### src/rtl/lnklat_pkg.sv
`timescale 1ns/1ps
package lnklat_pkg;

    // Measurement controller states
    typedef enum logic [1:0] {
        ST_WAIT_REL  = 2'd0,
        ST_COUNTING  = 2'd1,
        ST_HELD      = 2'd2,
        ST_SATURATED = 2'd3
    } lat_state_e;

    // Bit positions inside the registered input vector
    localparam int SIG_SYNC = 0;
    localparam int SIG_VLD  = 1;
    localparam int SIG_NUM  = 2;

endpackage

### src/rtl/lnklat_edge.sv
`timescale 1ns/1ps
module lnklat_edge
    import lnklat_pkg::*;
(
    input  logic clk,
    input  logic rst_n,
    input  logic sync_n,
    input  logic data_vld,
    output logic sync_hi,
    output logic sync_rise,
    output logic vld_rise
);

    logic [SIG_NUM-1:0] din;
    logic [SIG_NUM-1:0] stg1_q;
    logic [SIG_NUM-1:0] stg2_q;
    logic [SIG_NUM-1:0] rise;

    assign din[SIG_SYNC] = sync_n;
    assign din[SIG_VLD]  = data_vld;

    // One sampling pipeline per observed input
    for (genvar i = 0; i < SIG_NUM; i++) begin : g_pipe
        always_ff @(posedge clk or negedge rst_n) begin
            if (!rst_n) begin
                stg1_q[i] <= 1'b0;
                stg2_q[i] <= 1'b0;
            end else begin
                stg1_q[i] <= din[i];
                stg2_q[i] <= stg1_q[i];
            end
        end
        assign rise[i] = stg1_q[i] & ~stg2_q[i];
    end

    assign sync_hi   = stg1_q[SIG_SYNC];
    assign sync_rise = rise[SIG_SYNC];
    assign vld_rise  = rise[SIG_VLD];

endmodule

### src/rtl/lnklat_fsm.sv
`timescale 1ns/1ps
module lnklat_fsm
    import lnklat_pkg::*;
#(
    parameter int CNT_W = 8
) (
    input  logic             clk,
    input  logic             rst_n,
    input  logic             sync_hi,
    input  logic             sync_rise,
    input  logic             vld_rise,
    output logic [CNT_W-1:0] lat_count,
    output logic             lat_done,
    output logic             lat_ovf,
    output logic             meas_fire,
    output logic [CNT_W-1:0] meas_val
);

    localparam logic [CNT_W-1:0] CNT_MAX = {CNT_W{1'b1}};
    localparam logic [CNT_W-1:0] CNT_ONE = CNT_W'(1);

    lat_state_e       state_q, state_d;
    logic [CNT_W-1:0] cnt_q, cnt_d;
    logic [CNT_W-1:0] lat_q, lat_d;

    // Next-state and datapath decisions
    always_comb begin
        state_d   = state_q;
        cnt_d     = cnt_q;
        lat_d     = lat_q;
        meas_fire = 1'b0;
        unique case (state_q)
            ST_WAIT_REL, ST_HELD, ST_SATURATED: begin
                if (sync_rise) begin
                    lat_d = '0;
                    if (vld_rise) begin
                        state_d   = ST_HELD;      // INSTANT
                        meas_fire = 1'b1;
                    end else begin
                        state_d = ST_COUNTING;    // START
                        cnt_d   = CNT_ONE;
                    end
                end
            end
            ST_COUNTING: begin
                if (!sync_hi) begin
                    state_d = ST_WAIT_REL;        // ABORT
                end else if (vld_rise) begin
                    state_d   = ST_HELD;          // FINISH
                    lat_d     = cnt_q;
                    meas_fire = 1'b1;
                end else if (cnt_q == CNT_MAX) begin
                    state_d = ST_SATURATED;       // OVERFLOW
                    lat_d   = CNT_MAX;
                end else begin
                    cnt_d = cnt_q + CNT_ONE;
                end
            end
        endcase
    end

    // State register
    always_ff @(posedge clk or negedge rst_n) begin
        if (!rst_n) begin
            state_q <= ST_WAIT_REL;
        end else begin
            state_q <= state_d;
        end
    end

    // Counter and result registers
    always_ff @(posedge clk or negedge rst_n) begin
        if (!rst_n) begin
            cnt_q <= '0;
            lat_q <= '0;
        end else begin
            cnt_q <= cnt_d;
            lat_q <= lat_d;
        end
    end

    // Outputs
    always_comb begin
        lat_count = lat_q;
        meas_val  = lat_d;
        lat_done  = (state_q == ST_HELD) || (state_q == ST_SATURATED);
        lat_ovf   = (state_q == ST_SATURATED);
    end

endmodule

### src/rtl/lnklat_stats.sv
`timescale 1ns/1ps
module lnklat_stats #(
    parameter int CNT_W   = 8,
    parameter int VAR_TOL = 1
) (
    input  logic             clk,
    input  logic             stats_clr_n,
    input  logic             meas_fire,
    input  logic [CNT_W-1:0] meas_val,
    output logic [CNT_W-1:0] lat_min,
    output logic [CNT_W-1:0] lat_max,
    output logic             stats_valid,
    output logic             lat_var
);

    localparam logic [CNT_W-1:0] TOL = CNT_W'(VAR_TOL);

    logic [CNT_W-1:0] min_q, max_q;
    logic             have_q;
    logic [CNT_W-1:0] spread;

    always_ff @(posedge clk or negedge stats_clr_n) begin
        if (!stats_clr_n) begin
            min_q  <= '0;
            max_q  <= '0;
            have_q <= 1'b0;
        end else if (meas_fire) begin
            have_q <= 1'b1;
            if (!have_q || meas_val < min_q) min_q <= meas_val;
            if (!have_q || meas_val > max_q) max_q <= meas_val;
        end
    end

    always_comb begin
        spread      = max_q - min_q;
        lat_min     = min_q;
        lat_max     = max_q;
        stats_valid = have_q;
        lat_var     = have_q && (spread > TOL);
    end

endmodule

### src/rtl/lnklat_meter.sv
`timescale 1ns/1ps
module lnklat_meter #(
    parameter int CNT_W   = 8,
    parameter int VAR_TOL = 1
) (
    input  logic             clk,
    input  logic             rst_n,
    input  logic             stats_clr_n,
    input  logic             sync_n,
    input  logic             data_vld,
    output logic [CNT_W-1:0] lat_count,
    output logic             lat_done,
    output logic             lat_ovf,
    output logic [CNT_W-1:0] lat_min,
    output logic [CNT_W-1:0] lat_max,
    output logic             stats_valid,
    output logic             lat_var
);

    logic             sync_hi, sync_rise, vld_rise;
    logic             meas_fire;
    logic [CNT_W-1:0] meas_val;

    lnklat_edge u_edge (
        .clk       (clk),
        .rst_n     (rst_n),
        .sync_n    (sync_n),
        .data_vld  (data_vld),
        .sync_hi   (sync_hi),
        .sync_rise (sync_rise),
        .vld_rise  (vld_rise)
    );

    lnklat_fsm #(.CNT_W(CNT_W)) u_fsm (
        .clk       (clk),
        .rst_n     (rst_n),
        .sync_hi   (sync_hi),
        .sync_rise (sync_rise),
        .vld_rise  (vld_rise),
        .lat_count (lat_count),
        .lat_done  (lat_done),
        .lat_ovf   (lat_ovf),
        .meas_fire (meas_fire),
        .meas_val  (meas_val)
    );

    lnklat_stats #(.CNT_W(CNT_W), .VAR_TOL(VAR_TOL)) u_stats (
        .clk         (clk),
        .stats_clr_n (stats_clr_n),
        .meas_fire   (meas_fire),
        .meas_val    (meas_val),
        .lat_min     (lat_min),
        .lat_max     (lat_max),
        .stats_valid (stats_valid),
        .lat_var     (lat_var)
    );

endmodule

### config.mk
export PLATFORM = sky130hd
export DESIGN_NAME = lnklat_meter
export DESIGN_NICKNAME = d
export VERILOG_FILES = /design/src/rtl/lnklat_pkg.sv /design/src/rtl/lnklat_edge.sv /design/src/rtl/lnklat_fsm.sv /design/src/rtl/lnklat_stats.sv /design/src/rtl/lnklat_meter.sv
export SDC_FILE = /design/constraint.sdc
export NUM_CORES = 1
export LEC_CHECK = 0
export ABC_AREA = 0
export BUFFER_PORTS_ARGS = -buffer_cell sky130_fd_sc_hd__buf_2
export CAP_MARGIN = 5
export CORE_ASPECT_RATIO = 1.25
export CORE_MARGIN = 2
export CORE_UTILIZATION = 30
export DETAILED_ROUTE_END_ITERATION = 12
export HOLD_SLACK_MARGIN = 0.02
export PLACE_DENSITY = 0.59
export SLEW_MARGIN = 30
export SYNTH_ARGS = -nofsm -noshare
export SYNTH_HDL_FRONTEND = slang
export SYNTH_SLANG_ARGS = --single-unit
### constraint.sdc
create_clock -name clk -period 4.2 [get_ports clk]
set_clock_uncertainty 0.05 [all_clocks]
set_input_delay 0.42 -clock clk [delete_from_list [all_inputs] [get_ports clk]]
set_output_delay 0.42 -clock clk [all_outputs]
set_load 0.02 [all_outputs]
==> run metrics, run 1 <==
status complete, no violations; commonest non-fill, non-tap cells in the layout 39 x dfrtp_1, 32 x buf_2, 23 x ha_1; crit path kind flip-flop to flip-flop; Most used DFF post-synth dfrtp_1; R2R Path Start u_fsm.cnt_q[0]; buffers added on ports 32; Max transition margin 51.5%; Clk pin slew, worst setup/hold paths 0.09 ns; Post-synth EDFFs 0; RSZ-0062 raised after global routing no; Worst Setup EP u_stats.lat_max[5]; initial antenna violation count 0; Syn Std Cell Area 2500 um^2; FF-to-FF path depth 13; final RePlAce weighted congestion 0.816; max-cap viol count 0; crit path max fanout 9; Clock Sinks 39; Static Leak 1.36 nW; layout net count 298; Initial DRC Count 54; cell at the root of the clock tree clkbuf_8; fillers 836; total grt overflow 0; worst endpoint required time 4.33 ns; FP Rows 37; Cell Pwr Density 615 nW/um^2; Place WS 0.448 ns; Synth Warn # 0; final setup vio count 0; H-Tree Depth 2; synthesis-to-finish area growth 14.8%; core area 8190 um^2; Syn Nets 260; drt pass-1 iters 6; Peak VDD IR 0.419 mV; Worst Tran Pin Value 0.719 ns; DP Wirelength 4.49 mm; Tmin final 3.71 ns; CTS buffer count 5; Crit. End Element flip-flop; worst hold path type primary input to asynchronous set/reset pin; vias in the first global route 1942; final worst-path setup slack 0.487 ns; first-pass GRT wire length 9.76 mm; Slew Viols, Final 0; commonest non-fill, non-tap cell in the layout dfrtp_1; crit start category flip-flop; Avg Cell Area, Syn 10.8 um^2; fin crit share 88.4%; Antenna Cells 0; Reg-to-Reg End u_stats.lat_max[5]; asr flop ratio synth 100%; routed vias 1816; Setup Total Neg Slack 0 ns; Cells after Synth 231; Total Power 1.77 mW; Setup crit start u_fsm.cnt_q[0]; register bit count reported by yosys 39; cts repair resizes 0; post-synthesis sequential area ratio 39.0%; share of cells above drive strength 1 26.7%; # IOs 33; Die Span Y 106 um; maximum clock frequency 0.269 GHz; Initial Util 30.6%; number of remaining DRC errors 0; x dimension of the die 85.7 um; Die Area 9100 um^2; r2r setup slk 0.49 ns; largest net degree at the start of global routing 23; Detailed Route WL 5.68 mm; Max clock buf depth 2; Synth cell types 52; count of final hold-check violations 0; CTS tree built; Antenna Violating Nets Remaining 0; via/cell ratio 4.95; DR WL/cell 15.5 um; Global Route Usage Sum 13.6%; Arrival @ worst endpoint 3.84 ns; Clock Latency Late Sink 0.30 ns
## area by class of cell
type | instances | area (um^2) | area share, %
Multi-Input combinational cell | 167 | 1430 | 49.6
Sequential cell | 39 | 976 | 33.9
Timing Repair Buffer | 35 | 185 | 6.44
Tap cell | 97 | 121 | 4.22
Inverter | 21 | 78.8 | 2.74
Clock buffer | 5 | 68.8 | 2.39
Clock inverter | 3 | 20.0 | 0.696
## per-layer routing
layer	up-vias	wire (um)	GRT usage (%)
met5	-	0	0
met4	0	49	3.74
met3	4	140	2.41
met2	30	2950	24.0
met1	889	2540	16.8
li1	893	-	-
## metrics by stage
stage / hold WS [ns] / std cells / area (um^2) / util [%]
detailed placement: 0.323 / 358 / 2780 / 33.9
floorplan: 0.0744 / 231 / 2500 / -
global placement: 0.316 / 358 / 2780 / 33.9
CTS: 0.0404 / 367 / 2880 / 35.1
finish: 0.0254 / 367 / 2880 / 35.1
global route: 0.0690 / 367 / 2880 / 35.1
## worst min path at each step
stage,endpoint,slack (ns),from
final,u_fsm.lat_count[0],0.03,rst_n
after global routing,u_edge.sync_hi,0.07,rst_n
after CTS,u_fsm.lat_count[0],0.04,rst_n
after detailed placement,u_stats.lat_max[6],0.32,stats_clr_n
after global placement,u_stats.lat_max[6],0.32,stats_clr_n
after floorplan,u_edge.stg1_q[1],0.07,rst_n
## registers in the layout, summed over array words and instances, names as in the netlist
register / flops
u_fsm.cnt_q: 8
u_stats.stats_valid: 1
u_edge.stg2_q: 2
u_edge.stg1_q: 1
u_edge.sync_hi: 1
u_fsm.state_q: 2
u_stats.lat_min: 8
u_fsm.lat_count: 8
u_stats.lat_max: 8
## logic make-up after synthesis
kind of cell	share of synthesized area (%)
buffers and inverters	4.15
adder cells (fa/ha/maj)	12.3
AND/OR/NAND/NOR	15.6
multiplexers	9.39
flip-flops	39.0
XOR/XNOR	3.15
AO/OA/AOI/OAI	16.5
## critical path, stage by stage, from the launching register on
cell,delay [ns]
dfrtp_1,0.47
ha_1,0.24
nand3_1,0.10
o21a_1,0.32
nor2_1,0.15
nor2_1,0.04
a21oi_1,0.40
ha_1,0.34
a21o_1,0.16
a21oi_1,0.13
a21oi_1,0.08
or4b_4,0.53
o311ai_4,0.23
mux2_4,0.36
## repair_timing
| action | 4_1_cts | 5_1_grt |
|---|---|---|
| buffers inserted | 0 | 0 |
| hold buffers | 1 | 0 |
| hold endpoints to repair | 17 | 0 |
| setup endpoints to repair | 0 | 0 |
## synthesized netlist by cell type (3+ instances only)
cell type / number / area, um^2
nor2b_1: 5 / 31.3
xor2_1: 3 / 26.3
nor2_1: 19 / 71.3
nor3_1: 3 / 15.0
dfrtp_1: 39 / 976
o21ai_0: 14 / 70.1
nand2_1: 6 / 22.5
mux2_4: 15 / 225
inv_1: 21 / 78.8
xnor2_1: 6 / 52.6
nand3_1: 7 / 35.0
ha_1: 23 / 288
nand2b_1: 5 / 31.3
a21oi_1: 18 / 90.1
## power breakdown
| group | leakage (nW) | total [mW] | switching (mW) | internal [mW] |
|---|---|---|---|---|
| Sequential | 0.518 | 0.537 | 0.0940 | 0.443 |
| Combinational | 0.799 | 0.973 | 0.524 | 0.448 |
| Clock | 0.0402 | 0.260 | 0.145 | 0.116 |
| Total | 1.36 | 1.77 | 0.763 | 1.01 |
No activity file was read; power rests on OpenSTA's default activity.
==> run 2, diff against run 1 <==
Settings changed: CORE_MARGIN 2 to 1.5, CTS_BUF_LIST set to sky130_fd_sc_hd__clkbuf_8.
Clock period 4.2 ns to 4.5 ns, I/O delays scaled along.
==> run 2 against run 1 <==
Sequential share of layout area fell by 0.44 points. Clock-buffer cell count unchanged. Final cell count shrank 0.27%. Cell area up 1.3%. Register-to-register slack gained 0.29 ns. Critical path depth is the same. Wire length is 2.2% higher. Utilization up 0.66 points. Worst hold slack worse by 0.0052 ns. Global-route usage is essentially flat. Non-clock buffer count shrank 1. Critical path type unchanged. Largest power group unchanged.
==> run metrics, run 2 (synthesis results as in run 1) <==
buffers added on ports 32 (unchanged); crit start category flip-flop (unchanged); CTS tree built (unchanged); total grt overflow 0 (unchanged); max-cap viol count 0 (unchanged); setup bufs post-CTS 0 (unchanged); crit path max fanout 9 (unchanged); Antenna Cells 0 (unchanged); DP Wirelength 4.58 mm (was 4.49 mm); Worst Tran Pin Value 0.784 ns (was 0.719 ns); Initial DRC Count 37 (was 54); commonest non-fill, non-tap cell in the layout dfrtp_1 (unchanged); post-placement cell area 2780 um^2 (unchanged); R2R Path Start u_fsm.cnt_q[0] (unchanged); core area 8150 um^2 (was 8190 um^2); fillers 829 (was 836); Initial Util 30.7% (was 30.6%); Peak VDD IR 0.351 mV (was 0.419 mV); Reg-to-Reg End u_stats.lat_max[5] (unchanged); CTS buffer count 5 (unchanged); # IOs 33 (unchanged); number of remaining DRC errors 0 (unchanged); maximum clock frequency 0.268 GHz (was 0.269 GHz); first-pass GRT wire length 9.56 mm (was 9.76 mm); Die Span Y 105 um (was 106 um); FF-to-FF path depth 13 (unchanged); Clock Latency Late Sink 0.29 ns (was 0.30 ns); Slew Viols, Final 0 (unchanged); final setup vio count 0 (unchanged); layout net count 297 (was 298); H-Tree Depth 2 (unchanged); Cell Pwr Density 609 nW/um^2 (was 615 nW/um^2); Die Area 8910 um^2 (was 9100 um^2); largest net degree at the start of global routing 23 (unchanged); cell at the root of the clock tree clkbuf_8 (unchanged); Multi-input gate area 1430 um^2 (unchanged); Register Area 976 um^2 (unchanged); via/cell ratio 4.98 (was 4.95); Design Area, Final 2910 um^2 (was 2880 um^2); status complete, no violations (unchanged); RSZ-0062 raised after global routing no (unchanged); commonest non-fill, non-tap cells in the layout 39 x dfrtp_1, 32 x buf_2, 23 x ha_1 (unchanged); vias in the first global route 1919 (was 1942); Setup Total Neg Slack 0 ns (unchanged); x dimension of the die 84.7 um (was 85.7 um); cts repair resizes 0 (unchanged); Detailed Route WL 5.81 mm (was 5.68 mm); Crit. End Element flip-flop (unchanged); r2r setup slk 0.77 ns (was 0.49 ns); Arrival @ worst endpoint 3.86 ns (was 3.84 ns); synthesis-to-finish area growth 16.3% (was 14.8%); worst hold path type primary input to asynchronous set/reset pin (unchanged); hold buffer count at CTS 0 (was 1); Final Instance Count excl. Fillers 366 (was 367); DR WL/cell 15.9 um (was 15.5 um); Tmin final 3.73 ns (was 3.71 ns); share of cells above drive strength 1 26.8% (was 26.7%); Clk pin slew, worst setup/hold paths 0.08 ns (was 0.09 ns); Placed Instances 358 (unchanged); initial antenna violation count 0 (unchanged); Max transition margin 47.2% (was 51.5%); count of final hold-check violations 0 (unchanged); Static Leak 1.38 nW (was 1.36 nW); Antenna Violating Nets Remaining 0 (unchanged); routed vias 1824 (was 1816); worst endpoint required time 4.63 ns (was 4.33 ns); fin crit share 82.8% (was 88.4%); Hold Slack 0.0201 ns (was 0.0254 ns); Max clock buf depth 2 (unchanged); FP Rows 37 (unchanged); Global Route Usage Sum 13.6% (about the same); Clock Sinks 39 (unchanged); drt pass-1 iters 4 (was 6); crit path kind flip-flop to flip-flop (unchanged); final RePlAce weighted congestion 0.815 (was 0.816)
## run 2: worst max path at each step
stage / start / end
after detailed placement: u_fsm.cnt_q[0] / u_stats.lat_max[5]
after global routing: u_fsm.cnt_q[0] / u_stats.lat_max[1]
after CTS: u_fsm.cnt_q[0] / u_stats.lat_max[1]
final: u_fsm.cnt_q[0] / u_stats.lat_max[5]
after floorplan: u_fsm.cnt_q[0] / u_stats.lat_max[3]
after global placement: u_fsm.cnt_q[0] / u_stats.lat_max[5]
## run 2: metal layers
layer,GRT usage (%),up-vias,wire (um)
met5,0,-,0
met4,4.15,0,73
met3,2.53,6,176
met2,24.9,26,3040
met1,15.8,900,2520
li1,-,892,-
## run 2: metrics by stage
step	setup slack (ns)	utilization, %	power (mW)
3_3_place_gp	0.802	34.1	1.41
3_5_place_dp	0.777	34.1	1.43
6_report	0.774	35.7	1.78
2_1_floorplan	1.18	-	1.20
4_1_cts	0.773	35.7	1.79
5_1_grt	0.519	35.7	1.90
## run 2: layout make-up
cell class	count	share of cell area [%]
flip-flops and latches	39	33.5
repair buffers	34	6.01
inverters	21	2.71
well taps	97	4.17
clock inverters	3	2.32
multi-input cells	167	48.9
clock buffers	5	2.36
## run 2: worst max-delay path, stage by stage (launching register included)
cell      delay, ns
dfrtp_1        0.47
ha_1           0.24
nand3_1        0.10
o21a_1         0.32
nor2_1         0.16
nor2_1         0.05
a21oi_1        0.37
ha_1           0.33
a21o_1         0.16
a21oi_1        0.16
a21oi_1        0.08
or4b_4         0.53
o311ai_4       0.22
mux2_4         0.35
## run 2: report_power, final
part	internal, mW	switching [mW]	total, mW
Combinational	0.419	0.505	0.924
Clock	0.221	0.131	0.352
Sequential	0.413	0.0860	0.499
Total	1.05	0.722	1.78
